**config.mk**
```make
export PLATFORM = sky130hd
export DESIGN_NAME = mmio_ata_bridge
export DESIGN_NICKNAME = d
export VERILOG_FILES = /design/src/rtl/mmio_ata_bridge.sv
export SDC_FILE = /design/constraint.sdc
export NUM_CORES = 1
export LEC_CHECK = 0
export CAP_MARGIN = 20
export CORE_AREA = 3 3 67 69
export CTS_BUF_LIST = sky130_fd_sc_hd__clkbuf_8
export CTS_CLUSTER_DIAMETER = 40
export DETAILED_ROUTE_END_ITERATION = 10
export DIE_AREA = 0 0 70 72
export DONT_BUFFER_PORTS = 1
export PLACE_DENSITY = 0.78
export SLEW_MARGIN = 20
export SYNTH_ARGS = -nofsm -noshare
export SYNTH_HDL_FRONTEND = slang
export SYNTH_SLANG_ARGS = --single-unit
```
**constraint.sdc**
```tcl
create_clock -name clk -period 1.95 [get_ports clk]
set_input_delay 0.195 -clock clk [delete_from_list [all_inputs] [get_ports clk]]
set_output_delay 0.195 -clock clk [all_outputs]
set_load 0.005 [all_outputs]
```
**src/rtl/mmio_ata_bridge.sv**
```systemverilog
module mmio_ata_bridge #(
  parameter int ADDR_W     = 32,
  parameter int WIN_BITS   = 12,
  parameter int SLOT_BITS  = 4,
  parameter int CTL_SLOT_A = 8,
  parameter int CTL_SLOT_B = 22,
  parameter int CTL_REG    = 6
) (
  input  logic              clk,
  input  logic              rst,
  input  logic              bus_valid,
  output logic              bus_ready,
  input  logic              bus_write,
  input  logic [1:0]        bus_size,
  input  logic [ADDR_W-1:0] bus_addr,
  input  logic [31:0]       bus_wdata,
  output logic              rsp_valid,
  output logic [31:0]       rsp_rdata,
  output logic [2:0]        dev_addr,
  output logic              dev_cs_tf,
  output logic              dev_cs_ctl,
  output logic              dev_rd,
  output logic              dev_wr,
  output logic [31:0]       dev_wdata,
  input  logic [31:0]       dev_rdata
);
  localparam int IDX_W = WIN_BITS - SLOT_BITS;

  logic [IDX_W-1:0] idx;
  logic accept, is_tf, is_ctl, is_data, hit;
  logic [31:0] wswap;
  logic [1:0] rsz;
  logic rhit;
  logic unused_addr_bits;

  assign idx = bus_addr[WIN_BITS-1:SLOT_BITS];
  assign unused_addr_bits = ^{bus_addr[ADDR_W-1:WIN_BITS], bus_addr[SLOT_BITS-1:0]};
  assign bus_ready = ~rst;
  assign accept = bus_valid & bus_ready;

  assign is_tf   = (bus_size == 2'd0) && (idx >= IDX_W'(1)) && (idx <= IDX_W'(7));
  assign is_ctl  = (bus_size == 2'd0) &&
                   ((idx == IDX_W'(CTL_SLOT_A)) || (idx == IDX_W'(CTL_SLOT_B)));
  assign is_data = ((bus_size == 2'd1) || (bus_size == 2'd2)) && (idx == '0);
  assign hit     = is_tf | is_ctl | is_data;

  always_comb begin
    case (bus_size)
      2'd0:    wswap = {24'h0, bus_wdata[7:0]};
      2'd1:    wswap = {16'h0, bus_wdata[7:0], bus_wdata[15:8]};
      default: wswap = {bus_wdata[7:0], bus_wdata[15:8], bus_wdata[23:16], bus_wdata[31:24]};
    endcase
  end

  always_ff @(posedge clk) begin
    if (rst) begin
      dev_rd     <= 1'b0;
      dev_wr     <= 1'b0;
      rsp_valid  <= 1'b0;
      dev_cs_tf  <= 1'b0;
      dev_cs_ctl <= 1'b0;
      dev_addr   <= '0;
      dev_wdata  <= '0;
      rsz        <= '0;
      rhit       <= 1'b0;
    end else begin
      dev_rd    <= accept & ~bus_write & hit;
      dev_wr    <= accept &  bus_write & hit;
      rsp_valid <= accept & ~bus_write;
      if (accept) begin
        dev_cs_tf  <= is_tf | is_data;
        dev_cs_ctl <= is_ctl;
        dev_addr   <= is_ctl ? 3'(CTL_REG) : (is_tf ? idx[2:0] : 3'd0);
        dev_wdata  <= wswap;
        rsz        <= bus_size;
        rhit       <= hit;
      end
    end
  end

  always_comb begin
    case (rsz)
      2'd0:    rsp_rdata = rhit ? {24'h0, dev_rdata[7:0]} : 32'h0000_00FF;
      2'd1:    rsp_rdata = rhit ? {16'h0, dev_rdata[7:0], dev_rdata[15:8]} : 32'h0000_FFFF;
      2'd2:    rsp_rdata = rhit ? {dev_rdata[7:0], dev_rdata[15:8], dev_rdata[23:16], dev_rdata[31:24]}
                                : 32'hFFFF_FFFF;
      default: rsp_rdata = 32'hFFFF_FFFF;
    endcase
  end
endmodule

```
==> results.sh, run 1 <==
export IMPL_clock_sinks=43
export IMPL_hold_violations=0
export IMPL_yosysWarnings=0
export IMPL_yosysTopAreaCell="dfxtp_1"
export IMPL_cts_hold_repair_buffers=4
export IMPL_synth_seq_cells=43
export IMPL_drtIter0Drc=97
export IMPL_worstPathCellList="dlygate4sd3_1 -> a311oi_1 -> dlygate4sd3_1"
export IMPL_port_buffers=0
export IMPL_yosys_top_cells_area="dfxtp_1 40%, a22o_1 6.4%, o21a_1 5.9%"
export IMPL_ys_flop_type="dfxtp_1"
export IMPL_crit_family="buffers and inverters"
export IMPL_period_share=0.8911
export IMPL_vias_per_cell=6.524
export IMPL_slew_violations=0
export IMPL_place_ws_ns=0.4709
export IMPL_critPathKind="in2reg"
export IMPL_critPathMaxStageDelay_ns=1.06
export IMPL_critPathMaxFanout=19
export IMPL_finalSetupTns_ns=0
export IMPL_die_w_um=70
export IMPL_fin_skew_ns=0
export IMPL_track_usage=0.2357
export IMPL_pwr_share_clk=0.311
export IMPL_cts_clk_slew_worst_paths_ns=0.08
export IMPL_layout_drive_gt1_share=0.1148
export IMPL_p_total_mw=1.742
export IMPL_fin_ws_ns=0.2123
export IMPL_required_ns=2.13
export IMPL_seq_area_frac_synth=0.3959
export IMPL_crit_top_cell="dlygate4sd3_1"
export IMPL_switching_share=0.2649
export IMPL_max_slew_margin_rel=0.4640
export IMPL_r2r_start="dev_wdata[4]"
export IMPL_synth_fp_nets=352
export IMPL_area_growth_pct=6.329
export IMPL_grt_pass1_wl_mm=9.535
export IMPL_status="finished, final reports clean"
export IMPL_worstSetupEndpointType="flip-flop"
export IMPL_timing_critical_path_arrival_ns=1.92
export IMPL_gp_congestion=0.7761
export IMPL_fmax_ghz=0.5755
export IMPL_maxCapViolations=0
export IMPL_cts_setup_buffers=0
export IMPL_fin_hold_ws_ns=0.02410
export IMPL_hold_class="in2reg"
export IMPL_synth_edf_count=0
export IMPL_grt_pass1_vias=1955
export IMPL_cts_made_buffers=5
export IMPL_vias=1918
export IMPL_clkLatencyLatePin_ns=0.29
export IMPL_dp_hpwl_mm=4.521
export IMPL_antenna_left=0
export IMPL_crit_path_start_kind="primary input"
export IMPL_nets=347
export IMPL_cts_path_max_buffers=2
export IMPL_diodes=0
export IMPL_rsz0062_at_grt="false"
export IMPL_slowest_stage="dlygate4sd3_1"
export IMPL_antenna_found_initial=0
export IMPL_worstHoldStart="bus_valid"
export IMPL_die_h_um=72
export IMPL_syn_mean_instance_area_um2=8.768
export IMPL_initial_utilization=0.5476
export IMPL_cts_root_buf="clkbuf_8"
export IMPL_routedWlPerCell_um=21.04
export IMPL_p_seq_frac=0.547
export IMPL_core_area_um2=3971
export IMPL_critPathBufInv=2
export IMPL_synth_top_cell_area_share=0.3959
export IMPL_p_leak_nw=0.8569
export IMPL_setup_viol=0
export IMPL_first_pass_iters=5
export IMPL_grt_overflow=0
export IMPL_wl_mm=6.185
export IMPL_synthMostInstantiatedCell="dfxtp_1"
export IMPL_p_int_mw=1.280
export IMPL_utilization=0.5822
export IMPL_crit_start="rst"
export IMPL_p_comb_frac=0.142
export IMPL_ys_top_cells_by_count="43 x dfxtp_1, 20 x nand2_1, 19 x a21oi_1, 19 x nor2_1, 18 x buf_2"
export IMPL_cts_tree="done"
export IMPL_h_tree_depth=2
export IMPL_synthesis_area_um2=2175
export IMPL_netlist_instances=248
export IMPL_async_flop_share=0
export IMPL_drc=0
export IMPL_fp_dieArea_um2=5040
export IMPL_post_route_min_period_ns=1.738
export IMPL_grt_start_max_net_pins=34
export IMPL_num_rows=23
export IMPL_ioPinCount=175
export IMPL_switching_power_mw=0.4615
export IMPL_ir_drop_mv=0.4281
export IMPL_tightest_slew_ns=0.8013
export IMPL_cts_resized_gates=0
export IMPL_ys_types=34
export IMPL_power_density_nw_per_um2=753.3
## through the flow
stage | area [µm²] | cells
2_1_floorplan | 2175 | 248
3_3_place_gp | 2177 | 281
3_5_place_dp | 2177 | 281
4_1_cts | 2302 | 293
5_1_grt | 2312 | 294
6_report | 2312 | 294
## state kept, by name (all words and copies together) (netlist names)
| name | cells |
|---|---|
| dev_wdata | 32 |
| dev_cs_ctl | 1 |
| dev_rd | 1 |
| rsp_valid | 1 |
| rhit | 1 |
| dev_cs_tf | 1 |
| rsz | 2 |
| dev_wr | 1 |
| dev_addr | 3 |
## path summary, 6_finish.rpt
path                       end  slack (ns)  cells after the start
setup / recovery  dev_wdata[4]        0.21                      3
hold / removal    dev_wdata[1]        0.02                      1
setup reg to reg  dev_wdata[4]        0.69                      3
hold reg to reg     dev_cs_ctl        0.49                      2
## power by group through the flow
stage / logic [mW] / registers, mW / clock network, mW
after CTS: 0.247 / 0.953 / 0.559
final: 0.248 / 0.953 / 0.541
after global routing: 0.275 / 0.957 / 0.589
after floorplan: 0.209 / 0.962 / 0
after detailed placement: 0.229 / 0.973 / 0
after global placement: 0.223 / 0.973 / 0
## per-layer routing
| layer | global-route usage | vias to the layer above | wire, µm |
|---|---|---|---|
| met5 | 0 | - | 0 |
| met4 | 0.08723 | 0 | 86 |
| met3 | 0.07618 | 6 | 629 |
| met2 | 0.4050 | 118 | 3100 |
| met1 | 0.2762 | 883 | 2368 |
| li1 | - | 911 | - |
## final cells by class
type | instances | area [µm²]
fill | 371 | 1659
multi-input combinational | 176 | 1175
sequential | 43 | 860.8
timing repair buffer | 14 | 117.6
clock buffer | 5 | 68.82
tap | 50 | 62.56
clock inverter | 3 | 16.27
inverter | 3 | 11.26
## layout by cell type (no fill, tap or decap), drive strengths merged, types with 2 or more instances in the layout
master / synthesis / routed
clkbuf: 7 / 5
o22ai: 16 / 16
nand2b: 3 / 3
o21ai: 5 / 5
a311oi: 8 / 8
buf: 19 / 9
mux2: 8 / 8
nor3: 2 / 2
nand2: 20 / 20
a211oi: 8 / 8
mux2i: 2 / 2
ha: 2 / 2
o21a: 17 / 17
dlygate4sd3: 0 / 5
nor2: 20 / 20
a21o: 2 / 2
dfxtp: 43 / 43
a22o: 16 / 16
inv: 3 / 4
a22oi: 8 / 8
a21oi: 20 / 20
nor3b: 11 / 11
## kinds of logic (layout without fill, tap and decap cells)
logic type / count (synthesis) / in the layout / synth area share
AOI/OAI and AO/OA: 100 / 100 / 0.3228
adders and majority gates: 2 / 2 / 0.01151
buffers and inverters: 29 / 25 / 0.06387
DFF: 43 / 43 / 0.3959
muxes: 10 / 10 / 0.05063
and+or+nand+nor: 64 / 64 / 0.1554
## worst register-to-register path: stages (launching register included)
cell and delay (ns):
dfxtp_1 0.36, nor2_1 0.06, a311oi_1 0.21, dlygate4sd3_1 0.58
(Power assumes the default switching activity.)
==> run 2: changes to the inputs <==
==> constraint.sdc (replaced) <==
create_clock -name clk -period 1.95 [get_ports clk]
set_input_delay 0.195 -clock clk [delete_from_list [all_inputs] [get_ports clk]]
set_output_delay 0.195 -clock clk [all_outputs]
set_load 0.05 [all_outputs]
==> run 2 against run 1 <==
Effect of this change:
- maximum frequency down 2.4%
- register-to-register slack worse by 0.37 ns
- utilization up 14 points
- critical endpoint is now rsp_rdata[5]
- largest power group unchanged
==> results.sh, run 2 (synthesis gave the netlist of run 1 again) <==
export IMPL_status="finished, final reports clean"
export IMPL_track_usage=0.2649
export IMPL_top_register="dev_wdata"
export IMPL_place_ws_ns=0.3507
export IMPL_drtIter0Drc=114
export IMPL_port_buffers=0
export IMPL_fin_skew_ns=0
export IMPL_critPathKind="reg2out"
export IMPL_h_tree_depth=2
export IMPL_cts_clk_slew_worst_paths_ns=0.08
export IMPL_crit_path_start_kind="flip-flop"
export IMPL_clock_sinks=43
export IMPL_utilization=0.7187
export IMPL_min_to="dev_wdata[5]"
export IMPL_cts_root_buf="clkbuf_8"
export IMPL_r2r_slack_ns=0.32
export IMPL_finalSetupTns_ns=0
export IMPL_drc=0
export IMPL_num_rows=23
export IMPL_fp_dieArea_um2=5040
export IMPL_clkLatencyLatePin_ns=0.29
export IMPL_r2r_end="dev_wdata[1]"
export IMPL_place_area_um2=2668
export IMPL_post_route_min_period_ns=1.780
export IMPL_diodes=0
export IMPL_timing_critical_path_arrival_ns=1.59
export IMPL_largest_register_ffs=32
export IMPL_cp_depth=5
export IMPL_grt_pass1_vias=2106
export IMPL_cts_setup_buffers=0
export IMPL_antenna_found_initial=0
export IMPL_ioPinCount=175
export IMPL_required_ns=1.75
export IMPL_vias_per_cell=6.299
export IMPL_p_leak_nw=1.121
export IMPL_initial_utilization=0.5476
export IMPL_period_share=0.9130
export IMPL_grt_start_max_net_pins=31
export IMPL_first_pass_iters=4
export IMPL_nets=384
export IMPL_grt_overflow=0
export IMPL_die_w_um=70
export IMPL_grt_pass1_wl_mm=10.84
export IMPL_die_h_um=72
export IMPL_largestRegisters="dev_wdata (32), dev_addr (3), rsz (2)"
export IMPL_maxCapViolations=0
export IMPL_routedWlPerCell_um=20.53
export IMPL_area_growth_pct=31.24
export IMPL_worstHoldStart="bus_valid"
export IMPL_fill_cells=329
export IMPL_vias=2085
export IMPL_wl_mm=6.797
export IMPL_gp_congestion=0.7835
export IMPL_cts_tree="done"
export IMPL_fin_ws_ns=0.1696
export IMPL_r2r_cells=3
export IMPL_max_slew_margin_rel=0.4648
export IMPL_final_cell_mix="42 x dfxtp_1, 29 x buf_4, 20 x nand2_1"
export IMPL_hold_class="in2reg"
export IMPL_final_cell_area_um2=2854
export IMPL_cts_path_max_buffers=2
export IMPL_slew_violations=0
export IMPL_ir_drop_mv=0.5755
export IMPL_worstPathCellList="buf_4 -> nand2b_1 -> o22ai_1 -> nand2_1 -> buf_4"
export IMPL_critPathMaxStageDelay_ns=0.32
export IMPL_crit_top_cell="buf_4"
export IMPL_critPathBufInv=2
export IMPL_crit_family="simple AND/OR/NAND/NOR gates"
export IMPL_power_density_nw_per_um2=837.6
export IMPL_dp_hpwl_mm=4.891
export IMPL_final_common_cell="dfxtp_1"
export IMPL_setup_viol=0
export IMPL_r2r_start="dev_wdata[1]"
export IMPL_tightest_slew_ns=0.8002
export IMPL_rsz0062_at_grt="false"
export IMPL_fmax_ghz=0.5617
export IMPL_worstSetupEndpointType="output port"
export IMPL_critPathMaxFanout=10
export IMPL_core_area_um2=3971
export IMPL_slowest_stage="dfxtp_1"
export IMPL_cts_made_buffers=5
export IMPL_hold_violations=0
export IMPL_antenna_left=0
export IMPL_whs_path_depth=1
export IMPL_layout_drive_gt1_share=0.2384
## run 2: area by class of cell
class	instances	area (µm²)	share of cell area
timing repair buffer	51	608.1	0.2131
inverter	3	11.26	0.003946
tap	50	62.56	0.02192
clock buffer	5	68.82	0.02411
sequential	43	862.1	0.3021
clock inverter	3	63.81	0.02236
multi-input combinational	176	1177	0.4125
## run 2: worst max path at each step
stage                      start             to
after global placement    rsz[0]  rsp_rdata[16]
final                     rsz[0]   rsp_rdata[5]
after detailed placement  rsz[0]  rsp_rdata[17]
after CTS                 rsz[0]  rsp_rdata[30]
after floorplan           rsz[1]  rsp_rdata[10]
after global routing      rsz[0]   rsp_rdata[5]
## run 2: layer usage
metal	vias to the layer above	wire length, µm	part of all wire	track usage
li1	978	-	-	-
met1	987	2603	0.38	0.3172
met5	-	0	0	0
met2	113	3479	0.51	0.4743
met4	0	57	0.0084	0.05957
met3	7	656	0.097	0.07479
## run 2: repair_timing
item,4_1_cts,5_1_grt
hold buffers,5,0
setup endpoints to repair,0,28
gates resized for setup,0,2
hold endpoints to repair,19,0
## run 2: through the flow
step,std cells,power (mW),hold WS (ns)
2_1_floorplan,248,1.428,0.2708
3_3_place_gp,318,1.577,0.2685
3_5_place_dp,318,1.585,0.2721
4_1_cts,331,2.396,0.00005548
5_1_grt,331,2.460,0.009956
6_report,331,2.390,0.007013
## run 2: where the power goes
part | switching, mW | internal (mW) | total (mW)
combinational | 0.304 | 0.218 | 0.522
sequential | 0.145 | 0.919 | 1.06
clock | 0.297 | 0.507 | 0.804
total | 0.746 | 1.64 | 2.39
==> run 3: changes to the inputs <==
REMOVE_ABC_BUFFERS = 1   (was unset)
==> run 3 against run 2 <==
Effect of this change:
- routed wire length down 3.3%
- sequential share of layout area is 0.57 points higher
- sequential power hardly changed
- clock-buffer cell count is the same
- die area is the same
- largest cell class unchanged
- global-route usage fell by 1.3 points
- design area fell by 1.8%
- highest routed layer unchanged
- worst setup slack got worse by 0.0028 ns
- worst hold slack gained 0.0030 ns
==> results.sh, run 3 (synthesis gave the netlist of run 1 again) <==
export IMPL_largestRegisters="dev_wdata (32), dev_addr (3), rsz (2)"
export IMPL_cts_tree="done"
export IMPL_period_share=0.9144
export IMPL_slowest_stage="dfxtp_1"
export IMPL_cts_clk_slew_worst_paths_ns=0.08
export IMPL_dp_cells=319
export IMPL_r2r_slack_ns=0.71
export IMPL_area_growth_pct=28.83
export IMPL_cts_path_max_buffers=2
export IMPL_diodes=0
export IMPL_routedWlPerCell_um=19.79
export IMPL_port_buffers=0
export IMPL_ir_drop_mv=0.3955
export IMPL_crit_top_cell="buf_4"
export IMPL_rsz0062_at_grt="false"
export IMPL_largest_register_ffs=32
export IMPL_fin_hold_ws_ns=0.01000
export IMPL_cts_root_buf="clkbuf_8"
export IMPL_drc=0
export IMPL_num_rows=23
export IMPL_fin_ws_ns=0.1669
export IMPL_antenna_left=0
export IMPL_required_ns=1.75
export IMPL_p_leak_nw=1.095
export IMPL_wl_mm=6.570
export IMPL_h_tree_depth=2
export IMPL_grt_pass1_vias=1997
export IMPL_worstPathCellList="buf_4 -> nand2b_1 -> o22ai_1 -> nand2_1 -> buf_4"
export IMPL_timing_critical_path_arrival_ns=1.59
export IMPL_critPathMaxStageDelay_ns=0.31
export IMPL_status="finished, final reports clean"
export IMPL_grt_overflow=0
export IMPL_cts_made_buffers=5
export IMPL_final_common_cell="dfxtp_1"
export IMPL_crit_family="simple AND/OR/NAND/NOR gates"
export IMPL_finalSetupTns_ns=0
export IMPL_nets=385
export IMPL_track_usage=0.2516
export IMPL_critPathMaxFanout=11
export IMPL_max_slew_margin_rel=0.4855
export IMPL_crit_path_start_kind="flip-flop"
export IMPL_setup_viol=0
export IMPL_die_w_um=70
export IMPL_post_route_min_period_ns=1.783
export IMPL_place_ws_ns=0.3214
export IMPL_worstSetupEndpointType="output port"
export IMPL_antenna_found_initial=0
export IMPL_first_pass_iters=5
export IMPL_final_cell_mix="42 x dfxtp_1, 31 x buf_4, 20 x nand2_1"
export IMPL_ioPinCount=175
export IMPL_top_register="dev_wdata"
export IMPL_fmax_ghz=0.5608
export IMPL_drtIter0Drc=154
export IMPL_dp_hpwl_mm=4.880
export IMPL_fin_skew_ns=0
export IMPL_clock_sinks=43
export IMPL_fp_dieArea_um2=5040
export IMPL_gp_congestion=0.7472
export IMPL_grt_start_max_net_pins=33
export IMPL_clkLatencyLatePin_ns=0.29
export IMPL_tightest_slew_ns=0.7693
export IMPL_hold_class="in2reg"
export IMPL_critPathKind="reg2out"
export IMPL_vias=2117
export IMPL_slew_violations=0
export IMPL_initial_utilization=0.5476
export IMPL_core_area_um2=3971
export IMPL_die_h_um=72
export IMPL_grt_pass1_wl_mm=10.18
export IMPL_vias_per_cell=6.377
export IMPL_maxCapViolations=0
export IMPL_hold_violations=0
export IMPL_power_density_nw_per_um2=758.8
export IMPL_p_total_mw=2.126
export IMPL_layout_drive_gt1_share=0.2411
export IMPL_critPathBufInv=2
export IMPL_final_cells=332
[run 3: cell types whose count changed in the layout (fill, tap and decap cells not counted), sizes merged]
cell	delta
clkinv	+1
clkinvlp	+1
bufinv	-2
buf	+1
[run 3: routing by layer]
layer / up-vias / wire length (µm) / global-route usage / part of all wire
li1: 987 / - / - / -
met1: 1012 / 2550 / 0.2993 / 0.39
met2: 110 / 3328 / 0.4428 / 0.51
met3: 8 / 619 / 0.08310 / 0.094
met4: 0 / 72 / 0.05957 / 0.011
met5: - / 0 / 0 / 0
[run 3: repair_timing]
item | 4_1_cts | 5_1_grt
hold buffers | 4 | 1
buffers inserted | 0 | 0
hold endpoints to repair | 19 | 2
gates resized for setup | 0 | 2
setup endpoints to repair | 0 | 6
[run 3: power by group]
part           switching [mW]  internal, mW  leakage [nW]
clock                   0.296         0.245        0.0453
sequential              0.143         0.919         0.353
combinational           0.305         0.218         0.697
total                   0.744          1.38          1.10
[run 3: cell type report]
class / count / area [µm²]
clock buffers: 5 / 68.82
clock inverters: 3 / 16.27
fillers: 310 / 1170
inverters: 3 / 11.26
multi-input cells: 176 / 1177
flip-flops and latches: 43 / 862.1
well taps: 50 / 62.56
repair buffers: 52 / 603.1
[run 3: worst paths after layout]
kind	startpoint	endpoint	cells past startpoint
worst max-delay path	rsz[0]	rsp_rdata[1]	5
worst min-delay path	bus_valid	dev_wdata[7]	1
worst max register to register	dev_wdata[6]	dev_wdata[6]	3
worst min register to register	dev_wdata[5]	dev_wdata[5]	2
[run 3: per-stage QoR]
step | util | area (µm²)
after floorplan | - | 2047
after detailed placement | 0.6704 | 2663
after global routing | 0.7054 | 2801
final | 0.7054 | 2801
after CTS | 0.7020 | 2788
after global placement | 0.6704 | 2663
